===== config.mk =====
export PLATFORM = sky130hd
export DESIGN_NAME = drm_rcb_mapper
export DESIGN_NICKNAME = d
export VERILOG_FILES = /design/src/rtl/drm_map_pkg.sv /design/src/rtl/drm_bit_gather.sv /design/src/rtl/drm_bank_hash.sv /design/src/rtl/drm_pipe_reg.sv /design/src/rtl/drm_rcb_mapper.sv
export SDC_FILE = /design/constraint.sdc
export NUM_CORES = 1
export LEC_CHECK = 0
export ABC_AREA = 0
export BUFFER_PORTS_ARGS = -buffer_cell sky130_fd_sc_hd__buf_2
export CAP_MARGIN = 20
export CORE_UTILIZATION = 35
export DETAILED_ROUTE_END_ITERATION = 7
export PLACE_DENSITY = 0.63
export RECOVER_POWER = 50
export SYNTH_ARGS = -nofsm -noshare
export SYNTH_HDL_FRONTEND = slang
export SYNTH_HIERARCHICAL = 1
export SYNTH_SLANG_ARGS = --single-unit

===== constraint.sdc =====
create_clock -name clk -period 3.85 [get_ports clk]
set_clock_uncertainty 0.15 [all_clocks]
set_input_delay 0.5775 -clock clk [delete_from_list [all_inputs] [get_ports clk]]
set_output_delay 0.5775 -clock clk [all_outputs]
set_load 0.005 [all_outputs]

===== src/rtl/drm_map_pkg.sv =====
package drm_map_pkg;

  typedef enum logic [1:0] {
    PG_CLOSED    = 2'd0,
    PG_OPEN      = 2'd1,
    PG_OPEN_FINE = 2'd2
  } page_mode_e;

  localparam int ROW_LIST_LEN = 17;
  localparam int COL_LIST_LEN = 10;

  // Address bit feeding row bit i for a given page mode.
  function automatic int row_src(page_mode_e m, int i);
    int p;
    if (m == PG_CLOSED) begin
      if (i < 4)       p = 15 + i;
      else if (i < 7)  p = 16 + i;
      else if (i == 7) p = 28;
      else if (i < 12) p = i + 2;
      else             p = 17 + i;
    end else begin
      if (i < 3)       p = 14 + i;
      else if (i == 3) p = 20;
      else if (i == 4) p = 28;
      else if (i < 12) p = 16 + i;
      else             p = 17 + i;
    end
    return p;
  endfunction

  // Address bit feeding column bit i for a given page mode.
  function automatic int col_src(page_mode_e m, int i);
    int p;
    if (m == PG_CLOSED) begin
      if (i < 3)       p = 3 + i;
      else if (i == 3) p = 14;
      else if (i == 4) p = 19;
      else             p = 18 + i;
    end else if (m == PG_OPEN_FINE) begin
      if (i < 3)       p = 3 + i;
      else             p = 4 + i;
    end else begin
      p = 3 + i;
    end
    return p;
  endfunction

endpackage


===== src/rtl/drm_bit_gather.sv =====
module drm_bit_gather
  import drm_map_pkg::*;
#(
  parameter int ADDR_W   = 34,
  parameter int OUT_W    = 18,
  parameter int LIST_LEN = 17,
  parameter int CNT_W    = 5,
  parameter bit IS_ROW   = 1'b1
) (
  input  logic [ADDR_W-1:0] addr,
  input  page_mode_e        mode,
  input  logic [CNT_W-1:0]  count,
  output logic [OUT_W-1:0]  field
);

  logic unused_addr_bits;
  assign unused_addr_bits = ^addr;

  for (genvar i = 0; i < OUT_W; i++) begin : g_bit
    if (i < LIST_LEN) begin : g_used
      localparam int P_CL = IS_ROW ? row_src(PG_CLOSED, i)    : col_src(PG_CLOSED, i);
      localparam int P_OP = IS_ROW ? row_src(PG_OPEN, i)      : col_src(PG_OPEN, i);
      localparam int P_OF = IS_ROW ? row_src(PG_OPEN_FINE, i) : col_src(PG_OPEN_FINE, i);
      logic src;
      logic keep;
      always_comb begin
        unique case (mode)
          PG_CLOSED: src = addr[P_CL];
          PG_OPEN:   src = addr[P_OP];
          default:   src = addr[P_OF];
        endcase
      end
      assign keep     = (count > CNT_W'(i));
      assign field[i] = src & keep;
    end else begin : g_pad
      assign field[i] = 1'b0;
    end
  end

endmodule


===== src/rtl/drm_bank_hash.sv =====
module drm_bank_hash
  import drm_map_pkg::*;
#(
  parameter int ADDR_W = 34
) (
  input  logic [ADDR_W-1:0] addr,
  input  page_mode_e        mode,
  input  logic              xor_en,
  output logic [1:0]        bank,
  output logic [1:0]        bgrp
);

  logic unused_addr_bits;
  assign unused_addr_bits = ^addr;

  logic [1:0] bank_raw, bank_key;
  logic [1:0] bgrp_raw, bgrp_key;

  always_comb begin
    bgrp_key = {addr[21], addr[20]};
    if (mode == PG_CLOSED) begin
      bank_raw = {addr[9], addr[8]};
      bank_key = {addr[28], addr[22]};
      bgrp_raw = {addr[7], addr[6]};
    end else begin
      bank_raw = {addr[19], addr[18]};
      bank_key = {addr[23], addr[22]};
      bgrp_raw = {addr[17], (mode == PG_OPEN_FINE) ? addr[6] : addr[13]};
    end
  end

  assign bank = bank_raw ^ (bank_key & {2{xor_en}});
  assign bgrp = bgrp_raw ^ (bgrp_key & {2{xor_en}});

endmodule


===== src/rtl/drm_pipe_reg.sv =====
module drm_pipe_reg #(
  parameter int W = 8
) (
  input  logic         clk,
  input  logic         rst_n,
  input  logic         in_valid,
  output logic         in_ready,
  input  logic [W-1:0] in_data,
  output logic         out_valid,
  input  logic         out_ready,
  output logic [W-1:0] out_data
);

  logic         full_q;
  logic [W-1:0] data_q;

  assign in_ready  = !full_q || out_ready;
  assign out_valid = full_q;
  assign out_data  = data_q;

  always_ff @(posedge clk or negedge rst_n) begin
    if (!rst_n) begin
      full_q <= 1'b0;
      data_q <= '0;
    end else if (in_ready) begin
      full_q <= in_valid;
      if (in_valid) data_q <= in_data;
    end
  end

endmodule


===== src/rtl/drm_rcb_mapper.sv =====
module drm_rcb_mapper
  import drm_map_pkg::*;
#(
  parameter int ADDR_W    = 34,
  parameter int ROW_W     = 18,
  parameter int ROW_CNT_W = 5,
  parameter int COL_CNT_W = 4
) (
  input  logic                 clk,
  input  logic                 rst_n,
  input  logic                 in_valid,
  output logic                 in_ready,
  input  logic [ADDR_W-1:0]    in_addr,
  input  logic                 cfg_closed_page,
  input  logic                 cfg_fine_grain,
  input  logic                 cfg_bank_xor,
  input  logic [ROW_CNT_W-1:0] cfg_row_bits,
  input  logic [COL_CNT_W-1:0] cfg_col_bits,
  output logic                 out_valid,
  input  logic                 out_ready,
  output logic [ROW_W-1:0]     out_row,
  output logic [COL_LIST_LEN:0] out_col,
  output logic [1:0]           out_bank,
  output logic [1:0]           out_bgrp
);

  localparam int COL_W  = COL_LIST_LEN + 1;
  localparam int DATA_W = ROW_W + COL_W + 4;

  page_mode_e              mode;
  logic [ROW_W-1:0]        row_c;
  logic [COL_LIST_LEN-1:0] col_c;
  logic [1:0]              bank_c, bgrp_c;
  logic [DATA_W-1:0]       pack_c, pack_q;

  always_comb begin
    if (cfg_closed_page)     mode = PG_CLOSED;
    else if (cfg_fine_grain) mode = PG_OPEN_FINE;
    else                     mode = PG_OPEN;
  end

  drm_bit_gather #(
    .ADDR_W(ADDR_W), .OUT_W(ROW_W), .LIST_LEN(ROW_LIST_LEN),
    .CNT_W(ROW_CNT_W), .IS_ROW(1'b1)
  ) u_row (
    .addr(in_addr), .mode(mode), .count(cfg_row_bits), .field(row_c)
  );

  drm_bit_gather #(
    .ADDR_W(ADDR_W), .OUT_W(COL_LIST_LEN), .LIST_LEN(COL_LIST_LEN),
    .CNT_W(COL_CNT_W), .IS_ROW(1'b0)
  ) u_col (
    .addr(in_addr), .mode(mode), .count(cfg_col_bits), .field(col_c)
  );

  drm_bank_hash #(.ADDR_W(ADDR_W)) u_bank (
    .addr(in_addr), .mode(mode), .xor_en(cfg_bank_xor),
    .bank(bank_c), .bgrp(bgrp_c)
  );

  // Auto-precharge request sits above the gathered column bits.
  assign pack_c = {row_c, cfg_closed_page, col_c, bank_c, bgrp_c};

  drm_pipe_reg #(.W(DATA_W)) u_out (
    .clk(clk), .rst_n(rst_n),
    .in_valid(in_valid), .in_ready(in_ready), .in_data(pack_c),
    .out_valid(out_valid), .out_ready(out_ready), .out_data(pack_q)
  );

  assign {out_row, out_col, out_bank, out_bgrp} = pack_q;

endmodule


### Word level (Yosys, flattened, before mapping)

Index checks and enable logic that the tools add are counted.

| storage, ports and cells | value |
|---|---|
| register bits | 33 |
| logic and storage cells | 89 |
| output and inout bits | 35 |
| input port bits | 50 |

| operators by class | value |
|---|---|
| muxes and demuxes | 23 |
| order comparisons | 27 |
| bitwise gates (word level) | 31 |
| equal/unequal tests | 2 |
| reduce and logical (&&, ||, !) cells | 4 |

Operator list:

| kind | count |
|---|---|
| > comparator 5 x 4 -> 1 bit (second input constant) | 8 |
| AND 1 bit | 27 |
| > comparator 5 x 3 -> 1 bit (second input constant) | 4 |
| > comparator 4 x 3 -> 1 bit (second input constant) | 4 |
| case mux 1 bit (2 select lines) | 7 |
| 2-to-1 mux 1 bit | 11 |
| > comparator 5 x 1 -> 1 bit (second input constant) | 2 |
| > comparator 5 x 2 -> 1 bit (second input constant) | 2 |
| 2-to-1 mux 2 bit | 5 |
| > comparator 4 x 1 -> 1 bit (second input constant) | 2 |
| > comparator 4 x 2 -> 1 bit (second input constant) | 2 |
| > comparator 4 bit (second input constant) | 2 |
| > comparator 5 bit (second input constant) | 1 |
| AND 2 bit | 2 |
| XOR 2 bit | 2 |
| equality test 2 x 1 -> 1 bit (second input constant) | 1 |
| equality test 2 bit (second input constant) | 1 |
| logical NOT 2 bit | 1 |
| AND reduction 2 bit | 1 |
| logical NOT 1 bit | 1 |
| logical OR 1 bit | 1 |

### Longest topological paths before layout

| logic depth | value |
|---|---|
| word-level depth | 6 |
| depth in mapped cells | 6 |
| gate-level depth less buffers | 5 |

### Hierarchy

Netlist, hierarchy kept.

By module, submodules not included:

| module | cells each | instances | sequential area each (um^2) | area each (um^2) |
|---|---|---|---|---|
| drm_pipe_reg | 73 | 1 | 850.8 | 1427.6 |
| drm_bit_gather (u_row) | 66 | 1 | 0.0 | 434.2 |
| drm_bit_gather (u_col) | 34 | 1 | 0.0 | 239.0 |
| drm_bank_hash | 17 | 1 | 0.0 | 127.6 |
| drm_rcb_mapper | 2 | 1 | 0.0 | 12.5 |

### Worst setup path after synthesis

No wires, ideal clock.

| timing path | value |
|---|---|
| path type | input to register |
| start point | input port cfg_closed_page |
| end point | register u_out.data_q[8], in the netlist u_out/out_data[8] |
| buffers on the path | 1 |
| required time | 3.575 ns |
| arrival | 1.812 ns |
| cell stages on the path | 6 |
| setup time | 0.125 ns |
| setup slack | 1.763 ns |
| cell sequence | nor2_1 > buf_6 > nor2b_1 > a211oi_1 > nor3_1 > mux2_4 |

| between the ends | value |
|---|---|
| longest elaborated chain between the ends | 4 |
| elaborated cells between the ends (all ways) | 5 |
| classes of those cells | eq/ne: 1; mux: 2; bitwise: 1; reduce/logical: 1 |

Ends and longest elaborated chain:

| item | line | text |
|---|---|---|
| start: declaration | drm_rcb_mapper.sv:14 | `input logic cfg_closed_page,` |
| 2-to-1 mux 2 bit (*) | drm_rcb_mapper.sv:37 | `if (cfg_closed_page) mode = PG_CLOSED;` |
| equality test 2 x 1 -> 1 bit or logical NOT 2 bit (tied branches) | drm_bit_gather.sv:27 | `unique case (mode)` |
| case mux 1 bit (2 select lines) (*) | drm_bit_gather.sv:27 |  |
| AND 1 bit (*) | drm_bit_gather.sv:34 | `assign field[i] = src & keep;` |
| via col_c[4] | drm_rcb_mapper.sv:32 | `logic [COL_LIST_LEN-1:0] col_c;` |
| end signal: assignment | drm_pipe_reg.sv:27 | `if (in_valid) data_q <= in_data;` |
| end: declaration | drm_pipe_reg.sv:15 | `logic [W-1:0] data_q;` |

Mark *: on every way through the listed nets, which the timed path passes. The rest lies on a longest branch.
A chain may end at the register's enable or synchronous reset.

==> results by group <==
CTS
  • Hold Buf Count CTS: 0
  • H-tree depth: 2
  • Post-CTS sizing: 0
  • Max clock buf depth: 2
  • Number of CTS-inserted buffers: 5
  • Sink Count: 34
  • Clock slew at reported path FFs: 0.07 ns
  • CTS tree: yes
  • Clk root buf: clkbuf_8
  • Postcts setup bufs: 0
  • Clk_lat worst skew: 0.28 ns

Worst setup path
  • WS Path Type: in -> async
  • Worst path arrival time: between 1.5 and 2 ns
  • Max stage delay on crit path: ~1.3 ns
  • Worst Setup Start Kind: input pin
  • CP Capture Type: async pin
  • Crit-path slowest cell: clkbuf_1
  • Worst-path cell chain: clkbuf_1
  • Critical path data required time: around 3.8 ns
  • Worst Path Max Fanout: 34
  • Largest delay contributor family on the critical path: buffers and inverters
  • Buf/Inv on CP: 1

Placed design
  • Dpl ws: 1.696 ns
  • Dpl cells: 334
  • Port Buffers: approximately 80
  • Hpwl dp: between 3000 and 4000 µm
  • RePlAce Congestion: between 0.7 and 0.8

Power and ir drop
  • P_leak: around 1.3 nW
  • Pwr dens: 396.7 mW/mm²
  • Power Total: approximately 1.1 mW
  • VDD IR max: 0.1844 mV

Layout
  • Multi-input gate area: about 0.0012 mm²
  • Number of diodes: 0
  • Share of layout cells above drive strength 1: 0.4719
  • Synth-to-layout area growth: 20.77%
  • Storage cell area: 850.8 µm²
  • Final Core Density: 0.4465
  • Final non-filler cell total: around 340
  • Final #Nets: 316
  • Filler instances: 610

Yosys
  • Ys Warns: 6
  • Mapped Cells: between 150 and 200
  • Post-synth ARST share: 1.000
  • EDFF count, synth: 0
  • Netlist Area Pre-Place: about 0.0022 mm²
  • Mapped Nets: roughly 240
  • #FFs+latches synth: 34
  • Synthesized area per cell: about 12 µm²
  • Main synth FF type: dfrtp_1
  • Synth cell types: 39
  • Post-synthesis sequential area ratio: 0.3797

Timing
  • Final count of hold timing violations: 0
  • Slew margin rel.: -0.2199
  • Fmax: 503.1 MHz
  • Max-slew violations: 35
  • RSZ-0062 raised after global routing: no
  • Setup ws final: approximately 1.9 ns
  • Fin crit share: 0.5163
  • Final setup viols: 0
  • Least-Margin Pin Slew: approximately 1.8 ns
  • Setup TNS: 0 ns
  • Final min period: between 1.5 and 2 ns

Drt
  • Antenna-violating nets left: 0
  • Drt via density: roughly 5.0
  • Final WL: between 5000 and 6000 µm
  • Routed WL per cell: between 15 and 20 µm
  • DRC errors left: 0
  • DRT iter0 DRCs: 91
  • Via count: roughly 1700
  • 1st-pass router iterations: 4

Global route
  • Initial antenna violation count: 0
  • GRT Total Usage: 0.1694
  • Grt total ovfl: 0
  • Pin count of the biggest net entering global routing: 35
  • Vias in the first global route: 1655
  • First-pass GRT wire length: around 8300 µm

Run status
  • Violated checks: capacitance limit, slew limit
  • Status: finished with violations

Job
  • Max cap viols: 1

Floorplan
  • Die Ht: roughly 82 µm
  • Num rows: 28
  • Boundary pin count: 85
  • Core area: a little over 0.006 mm²
  • Die W: about 82 µm
  • Die area: a little under 0.007 mm²
  • Starting Density: 0.3697

Hold path
  • Worst hold path class: reg -> reg
cells in the mapped netlist (all sizes together), types with 2 or more instances:
cell / n / area, µm²
or3b: 4 / 35.03
o211ai: 2 / 15.01
nand3: 3 / 15.01
nand2: 8 / 37.54
nor3: 11 / 55.05
mux2: 33 / 484.2
a211oi: 8 / 65.06
buf: 15 / 137.6
nor2: 6 / 37.53
xor2: 3 / 26.28
mux2i: 11 / 110.1
inv: 9 / 33.78
a221oi: 6 / 90.09
o22ai: 3 / 18.77
a21oi: 9 / 45.04
a21boi: 5 / 37.54
o21ai: 8 / 40.03
nor2b: 3 / 21.27
dfrtp: 34 / 850.8
sequential cells by signal, indices dropped and copies added, names as in the netlist:
name	count
u_out/out_data	33
u_out/out_valid	1
metal layers:
metal / up-vias / wire length [µm] / global-route usage
met1: 794 / 2555 / 0.2308
li1: 855 / - / -
met3: 7 / 303 / 0.04889
met5: - / 0 / 0
met4: 0 / 70 / 0.05789
met2: 45 / 2330 / 0.2537
path summary, 6_finish.rpt:
| check | start | to | slack (ns) | cells after the start |
|---|---|---|---|---|
| max in group clk | cfg_closed_page | u_out/out_data[26] | 1.99 | 6 |
| setup reg to reg | u_out/out_valid | u_out/out_data[29] | 2.26 | 3 |
| hold / removal | u_out/out_data[32] | u_out/out_data[32] | 0.36 | 1 |
| setup / recovery | rst_n | u_out/out_data[8] | 1.86 | 1 |
| min in group asynchronous | rst_n | u_out/out_data[28] | 0.63 | 1 |
| hold reg to reg | u_out/out_data[32] | u_out/out_data[32] | 0.36 | 1 |
cell type report:
class                      count  share of cell area
sequential                    34              0.3144
clock inverter                 1             0.01110
multi-input combinational    133              0.4480
tap                           75             0.03467
clock buffer                   7             0.02820
timing repair buffer          83              0.1512
inverter                       9             0.01248
stage by stage:
stage,area (µm²),hold WS (ns)
2_1_floorplan,2241,0.1319
3_3_place_gp,2616,0.3331
3_5_place_dp,2616,0.3356
4_1_cts,2723,0.2440
5_1_grt,2706,0.3751
6_report,2706,0.3604
where the power goes:
group | switching [mW] | internal [mW]
Clock | 0.127 | 0.194
Sequential | 0.0336 | 0.418
Combinational | 0.130 | 0.172
layout by cell type, fill, tap and decap left out, types with 4 or more instances in the layout:
cell type	count
a21boi_0	5
clkbuf_1	11
dfrtp_1	34
a221oi_2	6
or3b_1	4
a21oi_1	9
o21ai_0	7
inv_1	9
clkbuf_8	5
mux2_4	30
a211oi_1	7
buf_2	72
nor3_1	11
mux2i_1	11
nand2_1	7
cell families (layout without fill, tap and decap cells):
kind of cell | after synthesis | after routing | share of synthesized area
mux | 44 | 44 | 0.2652
xor+xnor | 3 | 3 | 0.01173
simple gates | 40 | 40 | 0.1078
compound gates | 45 | 45 | 0.1558
flops | 34 | 34 | 0.3797
other cells | 1 | 1 | 0.001673
buf+inv | 25 | 100 | 0.07817
Note: power is estimated with default switching activity, not from simulation.
